[src/rtl/ddr_rd_pkg.sv]
package ddr_rd_pkg;

  // {ras_n, cas_n, we_n} with cs_n low
  typedef enum logic [2:0] {
    CMD_ACT  = 3'b011,
    CMD_READ = 3'b101
  } cmd_e;

  typedef struct packed {
    logic       cl_half;
    logic       interleave;
    logic [1:0] bl_code;
  } mode_t;

  function automatic logic [3:0] burst_len(input logic [1:0] code);
    case (code)
      2'b10:   return 4'd4;
      2'b11:   return 4'd8;
      default: return 4'd2;
    endcase
  endfunction

endpackage

[src/rtl/ddr_rd_cmd.sv]
module ddr_rd_cmd
  import ddr_rd_pkg::*;
#(
  parameter int BANKS   = 4,
  parameter int TRCD_CK = 3
) (
  input  logic                     clk_i,
  input  logic                     rst_ni,
  input  logic                     cs_n_i,
  input  logic                     ras_n_i,
  input  logic                     cas_n_i,
  input  logic                     we_n_i,
  input  logic [$clog2(BANKS)-1:0] bank_i,
  input  logic                     busy_i,
  output logic                     slot_o,
  output logic                     start_o,
  output logic                     rcd_err_o,
  output logic                     busy_err_o
);

  localparam int CNT_W = $clog2(TRCD_CK + 1);

  logic             phase_q;
  logic             is_rd, is_act;
  logic [BANKS-1:0] rdy;

  assign slot_o = ~phase_q;
  assign is_rd  = slot_o & ~cs_n_i & ({ras_n_i, cas_n_i, we_n_i} == CMD_READ);
  assign is_act = slot_o & ~cs_n_i & ({ras_n_i, cas_n_i, we_n_i} == CMD_ACT);

  always_ff @(posedge clk_i or negedge rst_ni)
    if (!rst_ni) phase_q <= 1'b0;
    else         phase_q <= ~phase_q;

  // per-bank CK-cycle count since activate; 0 = never activated
  for (genvar b = 0; b < BANKS; b++) begin : g_bank
    logic [CNT_W-1:0] cnt_q;
    always_ff @(posedge clk_i or negedge rst_ni) begin
      if (!rst_ni) cnt_q <= '0;
      else if (is_act && bank_i == b[$clog2(BANKS)-1:0]) cnt_q <= CNT_W'(1);
      else if (slot_o && cnt_q != '0 && cnt_q < CNT_W'(TRCD_CK)) cnt_q <= cnt_q + 1'b1;
    end
    assign rdy[b] = cnt_q >= CNT_W'(TRCD_CK);
  end

  assign start_o = is_rd & ~busy_i & rdy[bank_i];

  always_ff @(posedge clk_i or negedge rst_ni) begin
    if (!rst_ni) begin
      rcd_err_o  <= 1'b0;
      busy_err_o <= 1'b0;
    end else begin
      rcd_err_o  <= is_rd & ~busy_i & ~rdy[bank_i];
      busy_err_o <= is_rd & busy_i;
    end
  end

  p_err_excl_r11: assert property (@(posedge clk_i) disable iff (!rst_ni)
    !(rcd_err_o && busy_err_o));
  p_busy_blocks_r11: assert property (@(posedge clk_i) disable iff (!rst_ni)
    busy_i |-> !start_o);
  p_rcd_no_start_r2: assert property (@(posedge clk_i) disable iff (!rst_ni)
    rcd_err_o |-> !busy_i || $past(busy_i));

endmodule

[src/rtl/ddr_rd_burst.sv]
module ddr_rd_burst
  import ddr_rd_pkg::*;
#(
  parameter int COL_W  = 10,
  parameter int BANK_W = 2
) (
  input  logic              clk_i,
  input  logic              rst_ni,
  input  logic              start_i,
  input  logic [COL_W-1:0]  col_i,
  input  logic [BANK_W-1:0] bank_i,
  input  mode_t             mode_i,
  output logic              busy_o,
  output logic [COL_W-1:0]  col_o,
  output logic [BANK_W-1:0] bank_o,
  output logic              dq_oe_o,
  output logic              dqs_o,
  output logic              dqs_oe_o
);

  localparam int H_W = $clog2(5 + 8 + 1);

  logic             active_q;
  logic [H_W-1:0]   h_q, cl_q, bl_q, beat;
  logic             il_q;
  logic [COL_W-1:0] start_q, mask, low;
  logic             pre_win, dat_win, post_win;

  always_ff @(posedge clk_i or negedge rst_ni) begin
    if (!rst_ni) begin
      active_q <= 1'b0;
      h_q      <= '0;
      cl_q     <= H_W'(4);
      bl_q     <= H_W'(2);
      il_q     <= 1'b0;
      start_q  <= '0;
      bank_o   <= '0;
    end else if (start_i) begin
      active_q <= 1'b1;
      h_q      <= '0;
      cl_q     <= mode_i.cl_half ? H_W'(5) : H_W'(4);
      bl_q     <= H_W'(burst_len(mode_i.bl_code));
      il_q     <= mode_i.interleave;
      start_q  <= col_i;
      bank_o   <= bank_i;
    end else if (active_q) begin
      if (h_q == cl_q + bl_q) active_q <= 1'b0;
      else                    h_q      <= h_q + 1'b1;
    end
  end

  assign busy_o   = active_q;
  assign pre_win  = active_q && h_q >= cl_q - H_W'(2) && h_q < cl_q;
  assign dat_win  = active_q && h_q >= cl_q && h_q < cl_q + bl_q;
  assign post_win = active_q && h_q == cl_q + bl_q;

  assign beat = h_q - cl_q;
  assign mask = COL_W'(bl_q) - 1'b1;
  assign low  = il_q ? ((start_q ^ COL_W'(beat)) & mask)
                     : ((start_q + COL_W'(beat)) & mask);
  assign col_o = (start_q & ~mask) | low;

  assign dq_oe_o  = dat_win;
  assign dqs_o    = dat_win & ~beat[0];
  assign dqs_oe_o = pre_win | dat_win | post_win;

  p_dq_in_dqs_r8: assert property (@(posedge clk_i) disable iff (!rst_ni)
    dq_oe_o |-> dqs_oe_o);
  p_preamble_low_r8: assert property (@(posedge clk_i) disable iff (!rst_ni)
    $rose(dqs_oe_o) |-> !dqs_o && !dq_oe_o);
  p_toggle_r9: assert property (@(posedge clk_i) disable iff (!rst_ni)
    dq_oe_o && $past(dq_oe_o) |-> dqs_o != $past(dqs_o));
  p_postamble_r10: assert property (@(posedge clk_i) disable iff (!rst_ni)
    $fell(dq_oe_o) |-> dqs_oe_o && !dqs_o);
  p_release_r10: assert property (@(posedge clk_i) disable iff (!rst_ni)
    $fell(dqs_oe_o) |-> $past(!dq_oe_o && !dqs_o));

endmodule

[src/rtl/ddr_rd_engine.sv]
module ddr_rd_engine
  import ddr_rd_pkg::*;
#(
  parameter int BANKS   = 4,
  parameter int COL_W   = 10,
  parameter int TRCD_CK = 3,
  localparam int BANK_W = $clog2(BANKS),
  localparam int DQ_W   = BANK_W + 4 + COL_W
) (
  input  logic              clk_i,
  input  logic              rst_ni,
  input  logic              cs_n_i,
  input  logic              ras_n_i,
  input  logic              cas_n_i,
  input  logic              we_n_i,
  input  logic [BANK_W-1:0] bank_i,
  input  logic [COL_W-1:0]  addr_i,
  input  logic [3:0]        mode_i,
  output logic              cmd_slot_o,
  output logic [DQ_W-1:0]   dq_o,
  output logic              dq_oe_o,
  output logic              dqs_o,
  output logic              dqs_oe_o,
  output logic              rcd_err_o,
  output logic              busy_err_o
);

  logic              start, busy;
  logic [COL_W-1:0]  col;
  logic [BANK_W-1:0] bank_q;

  ddr_rd_cmd #(.BANKS(BANKS), .TRCD_CK(TRCD_CK)) u_cmd (
    .clk_i      (clk_i),
    .rst_ni     (rst_ni),
    .cs_n_i     (cs_n_i),
    .ras_n_i    (ras_n_i),
    .cas_n_i    (cas_n_i),
    .we_n_i     (we_n_i),
    .bank_i     (bank_i),
    .busy_i     (busy),
    .slot_o     (cmd_slot_o),
    .start_o    (start),
    .rcd_err_o  (rcd_err_o),
    .busy_err_o (busy_err_o)
  );

  ddr_rd_burst #(.COL_W(COL_W), .BANK_W(BANK_W)) u_burst (
    .clk_i    (clk_i),
    .rst_ni   (rst_ni),
    .start_i  (start),
    .col_i    (addr_i),
    .bank_i   (bank_i),
    .mode_i   (mode_t'(mode_i)),
    .busy_o   (busy),
    .col_o    (col),
    .bank_o   (bank_q),
    .dq_oe_o  (dq_oe_o),
    .dqs_o    (dqs_o),
    .dqs_oe_o (dqs_oe_o)
  );

  // computed read-only pattern array
  assign dq_o = dq_oe_o ? {bank_q, 4'h5, col} : '0;

  p_dq_zero_r7: assert property (@(posedge clk_i) disable iff (!rst_ni)
    !dq_oe_o |-> dq_o == '0);
  p_start_slot_r12: assert property (@(posedge clk_i) disable iff (!rst_ni)
    $rose(busy) |-> $past(cmd_slot_o));

endmodule

[config.mk]
export PLATFORM = sky130hd
export DESIGN_NAME = ddr_rd_engine
export DESIGN_NICKNAME = d
export VERILOG_FILES = /design/src/rtl/ddr_rd_pkg.sv /design/src/rtl/ddr_rd_cmd.sv /design/src/rtl/ddr_rd_burst.sv /design/src/rtl/ddr_rd_engine.sv
export SDC_FILE = /design/constraint.sdc
export NUM_CORES = 1
export LEC_CHECK = 0
export ABC_AREA = 1
export BUFFER_PORTS_ARGS = -buffer_cell sky130_fd_sc_hd__buf_2
export CAP_MARGIN = 20
export CORE_ASPECT_RATIO = 1.2
export CORE_MARGIN = 10
export CORE_UTILIZATION = 60
export DETAILED_ROUTE_END_ITERATION = 6
export PLACE_DENSITY = 0.93
export SLEW_MARGIN = 20
export SYNTH_ARGS = -nofsm -noshare
export SYNTH_HDL_FRONTEND = slang
export SYNTH_SLANG_ARGS = --single-unit
export TNS_END_PERCENT = 20
[constraint.sdc]
create_clock -name clk_i -period 4.86 [get_ports clk_i]
set_input_delay 0.729 -clock clk_i [delete_from_list [all_inputs] [get_ports clk_i]]
set_output_delay 0.729 -clock clk_i [all_outputs]
set_load 0.01 [all_outputs]
# Word level (Yosys, flattened, before mapping)
# Index checks and enable logic that the tools add are counted.
# totals
elab_cells	115
out_inout_bits	22
ff_bits	37
input_bits	22
# op_classes
n_lt_le_gt_ge	13
n_reduce_logical	28
bitwise	21
n_eq_ne	9
add_sub_neg	10
mux	20
# ops
op	n
$and 10x10->10	3
$reduce_bool 2->1	9
$logic_and 1x1->1	17
$mux 16	1
$mux 2	8
$mux 4	3
$add 10x4->10	1
$mux 10	1
$not 10->10	1
$or 10x10->10	1
$xor 10x4->10	1
$add 2x1->2 const B	4
$and 1x1->1	8
$eq 2x2->1 const B	4
$ge 2x2->1 const B	4
$ge 4x4->1	2
$lt 2x2->1 const B	4
$lt 4x4->1	2
$pmux 4 s2	1
$mux 1	5
$not 1->1	5
$sub 4x1->5 const B	1
$add 4x1->4 const B	1
$add 4x4->4	1
12 further kinds	13

# Longest topological paths before layout
# Gate-level depths: netlist of run 1.
# logic_depth
word_depth	7
mapped_depth	14
ltp_nobuf	14

# Cells and area by module
# Synthesis of run 1 repeated with hierarchy kept, for this count alone.
# hier_totals
cells_unflattened	342
hier_area_um2	2443.6
# modules_own_cells
mod	cells_per_inst	n_inst	area_each_um2	seq_area_each_um2
ddr_rd_burst	203	1	1551.5	551.8
ddr_rd_cmd	109	1	757.0	275.3
ddr_rd_engine	30	1	135.1	0.0

# Least setup slack after synthesis of run 1
# Ideal clock, no wire load.
# synth_path
path_kind	register to output
startpoint	register u_burst.h_q[0]
endpoint	output dq_o[8]
t_required_ns	4.131
stages_incl_launch_ff	12
t_arrival_ns	2.160
path_buffers	0
slack_ns	1.971
path_cell_list	dfrtp_1 > inv_1 > ha_1 > inv_1 > ha_1 > inv_1 > fa_1 > o21ai_0 > nand3_1 > nand2_1 > inv_1 > nor2_1
# synth_between
elab_chain_cells	6
elab_cells_between_ends	10
classes_between	2 x add/sub; 2 x order compare; 2 x mux; 2 x bitwise; 2 x reduce/logical
# synth_lines
item	line_no	source
from (decl)	ddr_rd_burst.sv:24	logic [H_W-1:0] h_q, cl_q, bl_q, beat;
from (signal assigned)	ddr_rd_burst.sv:48	else h_q <= h_q + 1'b1;
$sub 4x4->4	ddr_rd_burst.sv:57	assign beat = h_q - cl_q;
$add 10x4->10	ddr_rd_burst.sv:60	: ((start_q + COL_W'(beat)) & mask);
$and 10x10->10	ddr_rd_burst.sv:60	
$mux 10	ddr_rd_burst.sv:59	assign low = il_q ? ((start_q ^ COL_W'(beat)) & mask)
$or 10x10->10	ddr_rd_burst.sv:61	assign col_o = (start_q & ~mask) | low;
$mux 16 *	ddr_rd_engine.sv:63	assign dq_o = dq_oe_o ? {bank_q, 4'h5, col} : '0;
to (decl)	ddr_rd_engine.sv:20	output logic [DQ_W-1:0] dq_o,
# Mark *: on every way between the ends. The rest lies on a longest branch, timed or not.

# Final worst setup path of run 1
# Same ends and word-level chain as after synthesis.

==> out/metrics.yaml, run 1 <==
outcome:
  run_status: "finished, final reports clean"
yosys:
  ys_seq_elements: 33
  synth_common_cells: "94 x nand2_1, 51 x inv_1, 39 x nand3_1"
  synth_warnings: 0
  yosysSeqAreaShare: 0.350
  synth-async-reset-ratio: 1.00
  avgSynthCellArea_um2: 7.22
  synth.most_common_cell: "nand2_1"
  postSynthCellCount: 327
  ys_types: 33
  syn_area_um2: 2360
  synth_edf_count: 0
  synth_top_area_frac: 0.339
  synth.area.top_cells: "dfrtp_1 34%, nand2_1 15%, ha_1 11%"
  synth_area_leader_cell: "dfrtp_1"
  ys.flop_type: "dfrtp_1"
floorplan:
  die_w_um: 77.3
  die-area_um2: 6850
  core_um2: 3720
  std_cell_rows: 24
  die_h_um: 88.7
  initial_core_util: 0.634
  ios: 44
sta:
  rsz0062_at_grt: "no"
  setup_tns_ns: 0
  setup_viol: 0
  hold_viol_final: 0
  fin_crit_sh: 0.718
  slew_violations: 0
  max_freq_ghz: 0.287
  post-route-min-period_ns: 3.49
  slew_headroom: 0.511
  worst_pin_slew_ns: 0.733
  skew_ns: 0.00487
clock_network:
  path_clk_slew_ns: 0.06
  insertion_delay_ns: 0.28
  cts_setup_buffers: 0
  cts_root_buf: "clkbuf_8"
  cts_resized: 0
  cts_made_buffers: 5
  tritoncts: "built"
  clockBufferDepth: 2
  cts.sinks: 33
  htreeDepth: 2
  postCtsHoldBufs: 0
final_layout:
  area_delta_synth_final_pct: 12.1
  fin_area_um2: 2650
  fillers: 325
  finalNetCount: 412
  drive_above_1_share: 0.168
  diodes: 0
place:
  io_buffers: 41
  dpl.hpwl_um: 4210
  placed_cell_area_um2: 2560
  place_congestion: 0.950
detailed_routing:
  num_vias: 2154
  ant_nets: 0
  avgRoutedWirePerCell_um: 12.9
  routed_via_density: 5.13
  drc: 0
  drt_pass1_iterations: 4
  drtIter0Drc: 131
  routed_wl_um: 5420
grt:
  antenna_found_initial: 0
  gr-usage-all-layers: 0.162
  grt_pass1_vias: 2106
  grt_overflow_total: 0
  grt_pass1_wl_um: 9140
  grt_max_degree: 34
worst_setup_path:
  criticalPathCategory: "reg -> out"
  crit_fanout: 5
  end_kind: "output port"
  critPathArrivalTime_ns: 2.76
  critical_path_required_ns: 4.13
  start_kind: "flip-flop"
power_and_ir_drop:
  peakVddDrop_mv: 0.297
  p_per_area_nw_per_um2: 525
  p_leak_nw: 1.52
run:
  maxCapViolCount: 0
hold_path:
  hold_path.class: "reg -> reg"
## layout by cell type, fill, tap and decap left out
master	count
buf_2	41
clkbuf_8	6
a21oi_4	1
xor2_1	1
clkbuf_1	1
ha_1	21
o21ai_1	1
nand3b_1	1
nor3b_2	1
nand3_2	1
nand2_4	1
nor3_2	1
a31oi_1	1
a21boi_0	1
nand2_1	94
a21oi_1	6
a21oi_2	1
inv_1	51
nand2_2	1
o21ai_0	13
dfstp_2	1
fa_1	1
or2_2	1
inv_2	3
nand3_1	39
nor3_1	6
nor2_1	31
nand4_1	1
mux2_2	1
nor2_4	2
dfrtp_1	32
xnor2_1	2
conb_1	2
nor4_1	1
## registers in the layout (all words and copies together) (netlist names)
register / count
u_burst.bank_o: 2
u_burst.bl_q: 3
u_burst.busy_o: 1
u_burst.cl_q: 1
u_burst.h_q: 4
u_burst.il_q: 1
u_burst.start_q: 10
u_cmd.busy_err_o: 1
u_cmd.g_bank.cnt_q: 8
u_cmd.phase_q: 1
u_cmd.rcd_err_o: 1
## layer usage
metal / global-route usage / vias up / wire length (um)
met4: 0.0831 / 0 / 127
met3: 0.0406 / 10 / 242
met2: 0.294 / 52 / 2820
met5: 0 / - / 0
met1: 0.172 / 991 / 2230
li1: - / 1101 / -
## per-stage QoR
step / hold slack [ns] / std cells / total power, mW / utilization / setup WS (ns)
after floorplan: 0.433 / 328 / 0.989 / - / 1.97
after global placement: 0.454 / 413 / 1.13 / 0.688 / 1.75
after detailed placement: 0.459 / 413 / 1.18 / 0.688 / 1.65
after CTS: 0.474 / 420 / 1.39 / 0.711 / 1.34
after global routing: 0.519 / 420 / 1.54 / 0.711 / 1.03
final: 0.479 / 420 / 1.39 / 0.711 / 1.37
## worst max-delay path, cell delays in order (launching register included)
cell,delay (ns)
dfrtp_1,0.39
inv_1,0.09
ha_1,0.30
inv_1,0.12
ha_1,0.20
inv_1,0.06
fa_1,0.38
o21ai_0,0.42
nand3_1,0.15
o21ai_0,0.18
nor2_1,0.05
buf_2,0.13
## logic make-up (layout without fill, tap and decap cells)
| family | Yosys count | count (layout) | synth area share |
|---|---|---|---|
| and+or+nand+nor | 181 | 181 | 0.336 |
| buffers and inverters | 62 | 102 | 0.118 |
| DFF | 33 | 33 | 0.350 |
| AOI/OAI and AO/OA | 24 | 24 | 0.0588 |
| adders and majority gates | 22 | 22 | 0.120 |
| xor gates and xnor gates | 3 | 3 | 0.0111 |
| other | 1 | 2 | 0.00159 |
| muxes | 1 | 1 | 0.00477 |
## final timing paths
kind,start,to,slack (ns),cells after the start
setup / recovery,u_burst.h_q[0]$_DFFE_PN0P_,dq_o[8],1.37,11
hold / removal,u_burst.bank_o[0]$_DFFE_PN0P_,u_burst.bank_o[0]$_DFFE_PN0P_,0.48,2
setup reg to reg,u_burst.bl_q[2]$_DFFE_PN0P_,u_burst.h_q[1]$_DFFE_PN0P_,2.92,13
hold reg to reg,u_burst.bank_o[0]$_DFFE_PN0P_,u_burst.bank_o[0]$_DFFE_PN0P_,0.48,2
max in group asynchronous,rst_ni,u_burst.start_q[8]$_DFFE_PN0P_,3.88,1
min in group asynchronous,rst_ni,u_cmd.g_bank[0].cnt_q[1]$_DFFE_PN0P_,0.50,1
## power by group
group | total (mW) | switching, mW | internal, mW
clock network | 0.207 | 0.0943 | 0.112
logic | 0.711 | 0.441 | 0.270
registers | 0.471 | 0.0986 | 0.373
total | 1.39 | 0.634 | 0.755
## final cells by class
cell class	instances	area (um^2)	share of cell area
clock buffer	7	86.3	0.0326
inverter	54	203	0.0766
multi-input combinational	233	1260	0.476
sequential	33	827	0.313
tap	52	65.1	0.0246
timing repair buffer	41	205	0.0775
No activity file was read; power rests on OpenSTA's default activity.
==> inputs of run 2 (changes only) <==
CORE_UTILIZATION = 56   (was 60)
PLACE_DENSITY = 0.88   (was 0.93)
clock period = 3.5 ns   (was 4.86 ns; I/O delays follow)
==> run 2 against run 1 <==
Net effect: critical path depth unchanged; core utilization down 4.2 points; die area up 5.4%; cell count up 0.71%; wire length down 3.0%; non-clock buffer count unchanged; global-route usage down 0.98 points; sequential share of layout area down 0.38 points; combinational power up 36%; largest power group unchanged.
==> out/metrics.yaml, run 2 (synthesis gave the netlist of run 1 again) <==
final_layout:
  finalNetCount: 412  # unchanged
  seqCellArea_um2: 827  # unchanged
  top_regs: "u_burst.start_q (10), u_cmd.g_bank.cnt_q (8), u_burst.h_q (4)"
  diodes: 0  # unchanged
  drive_above_1_share: 0.171  # +0.00225
  final_common_cell: "nand2_1"
  largest_register: "u_burst.start_q"
  multi_input_area_um2: 1260  # unchanged
  fillers: 375  # +15%
  area_delta_synth_final_pct: 13.5
  most-common-layout-cells: "94 x nand2_1, 51 x inv_1, 41 x buf_2"
  utilization: 0.669  # -0.0416
  largest_reg_flops: 10  # unchanged
detailed_routing:
  ant_nets: 0  # unchanged
  drt_pass1_iterations: 4  # unchanged
  avgRoutedWirePerCell_um: 12.4  # -3.7%
  drc: 0  # unchanged
  drtIter0Drc: 92  # -30%
  routed_wl_um: 5250  # -3.0%
  routed_via_density: 5.09  # -0.80%
  num_vias: 2152  # -0.093%
floorplan:
  die_w_um: 79.3  # +2.6%
  die_h_um: 91.1  # +2.7%
  die-area_um2: 7220  # +5.4%
  core_um2: 4000  # +7.5%
  ios: 44  # unchanged
  initial_core_util: 0.590  # -0.0444
  std_cell_rows: 25  # +4.2%
sta:
  post-route-min-period_ns: 3.09
  max_freq_ghz: 0.323
  setup_tns_ns: 0  # unchanged
  rsz0062_at_grt: "no"
  fin_crit_sh: 0.883
  slew_violations: 0  # unchanged
  worst_pin_slew_ns: 0.708  # -0.0253 ns
  hold_viol_final: 0  # unchanged
  slew_headroom: 0.528  # +0.0169
  setup_viol: 0  # unchanged
  skew_ns: 0.00719  # +0.00232 ns
hold_path:
  hold_path.class: "in -> async"
worst_setup_path:
  critPathArrivalTime_ns: 2.57  # -0.19 ns
  critical_path_required_ns: 2.97  # -1.16 ns
  crit_fanout: 5  # unchanged
  criticalPathCategory: "reg -> out"
  critPathSlowestCell: "dfrtp_1"
  crit_chain: "inv_1 -> ha_1 -> inv_1 -> ha_1 -> inv_1 -> fa_1 -> o21ai_1 -> nand3_1 -> o21ai_0 -> nor2_1 -> buf_2"
  slowest_delay_ns: 0.39  # -0.03 ns
  end_kind: "output port"
  start_kind: "flip-flop"
  critical_path.top_delay_family: "adder cells"
  crit_top_cell: "inv_1"
  critPathBufInv: 4  # unchanged
clock_network:
  postCtsHoldBufs: 0  # unchanged
  cts_setup_buffers: 0  # unchanged
  htreeDepth: 2  # unchanged
  clockBufferDepth: 2  # unchanged
  path_clk_slew_ns: 0.06  # about the same
  cts_root_buf: "clkbuf_8"
  cts.sinks: 33  # unchanged
  insertion_delay_ns: 0.28  # about the same
  tritoncts: "built"
  cts_made_buffers: 5  # unchanged
run:
  maxCapViolCount: 0  # unchanged
outcome:
  run_status: "finished, final reports clean"
grt:
  gr-usage-all-layers: 0.152  # -0.00982
  grt_overflow_total: 0  # unchanged
  grt_max_degree: 34  # unchanged
  grt_pass1_vias: 2089  # -0.81%
  antenna_found_initial: 0  # unchanged
  grt_pass1_wl_um: 9120  # -0.15%
power_and_ir_drop:
  peakVddDrop_mv: 0.450  # +51%
  p_leak_nw: 1.53  # +0.92%
  p_per_area_nw_per_um2: 741  # +41%
place:
  place_congestion: 0.904  # -4.8%
  dpl.hpwl_um: 4170  # -1.1%
  io_buffers: 41  # unchanged
-- run 2: cell types whose count changed in the layout (fill, tap and decap cells not counted) --
cell / before / now
bufinv_16: 0 / 1
o21ai_0: 13 / 12
o21ai_1: 1 / 2
-- run 2: stage by stage --
step           cells  setup slack, ns  power (mW)  cell area [um^2]  hold slack [ns]
2_1_floorplan    328            0.815        1.37              2360            0.229
3_3_place_gp     415            0.593        1.57              2560            0.454
5_1_grt          423            0.127        2.19              2680            0.347
6_report         423            0.408        1.98              2680            0.289
3_5_place_dp     415            0.545        1.62              2560            0.471
4_1_cts          423            0.242        1.99              2680            0.316
-- run 2: final timing paths --
check | start | depth (start not counted) | slack (ns) | end
hold / removal | rst_ni | 1 | 0.29 | u_cmd.g_bank[0].cnt_q[0]$_DFFE_PN0P_
hold reg to reg | u_burst.bank_o[0]$_DFFE_PN0P_ | 2 | 0.48 | u_burst.bank_o[0]$_DFFE_PN0P_
setup reg to reg | u_burst.bl_q[2]$_DFFE_PN0P_ | 13 | 1.62 | u_burst.h_q[1]$_DFFE_PN0P_
setup / recovery | u_burst.h_q[0]$_DFFE_PN0P_ | 11 | 0.41 | dq_o[8]
max in group asynchronous | rst_ni | 1 | 2.75 | u_cmd.g_bank[2].cnt_q[0]$_DFFE_PN0P_
min in group clk_i | addr_i[1] | 3 | 0.47 | u_burst.start_q[1]$_DFFE_PN0P_
-- run 2: routing by layer --
| layer | GRT usage | wire [um] | vias up |
|---|---|---|---|
| li1 | - | - | 1103 |
| met1 | 0.162 | 2090 | 989 |
| met2 | 0.263 | 2680 | 47 |
| met3 | 0.0503 | 332 | 13 |
| met4 | 0.0719 | 147 | 0 |
| met5 | 0 | 0 | - |
-- run 2: final cells by class --
class	instances	area share
flip-flops and latches	33	0.309
repair buffers	41	0.0766
clock buffers	7	0.0322
clock inverters	1	0.0112
inverters	54	0.0757
multi-input cells	233	0.470
well taps	54	0.0252
-- run 2: repair_timing --
item,4_1_cts,5_1_grt
gates resized for setup,0,1
endpoints found under the setup margin,0,1
hold endpoints to repair,0,0
-- run 2: report_power, final --
group	internal [mW]	total [mW]	switching, mW
clock network	0.232	0.366	0.134
logic	0.372	0.965	0.593
registers	0.518	0.653	0.135
total	1.12	1.98	0.863
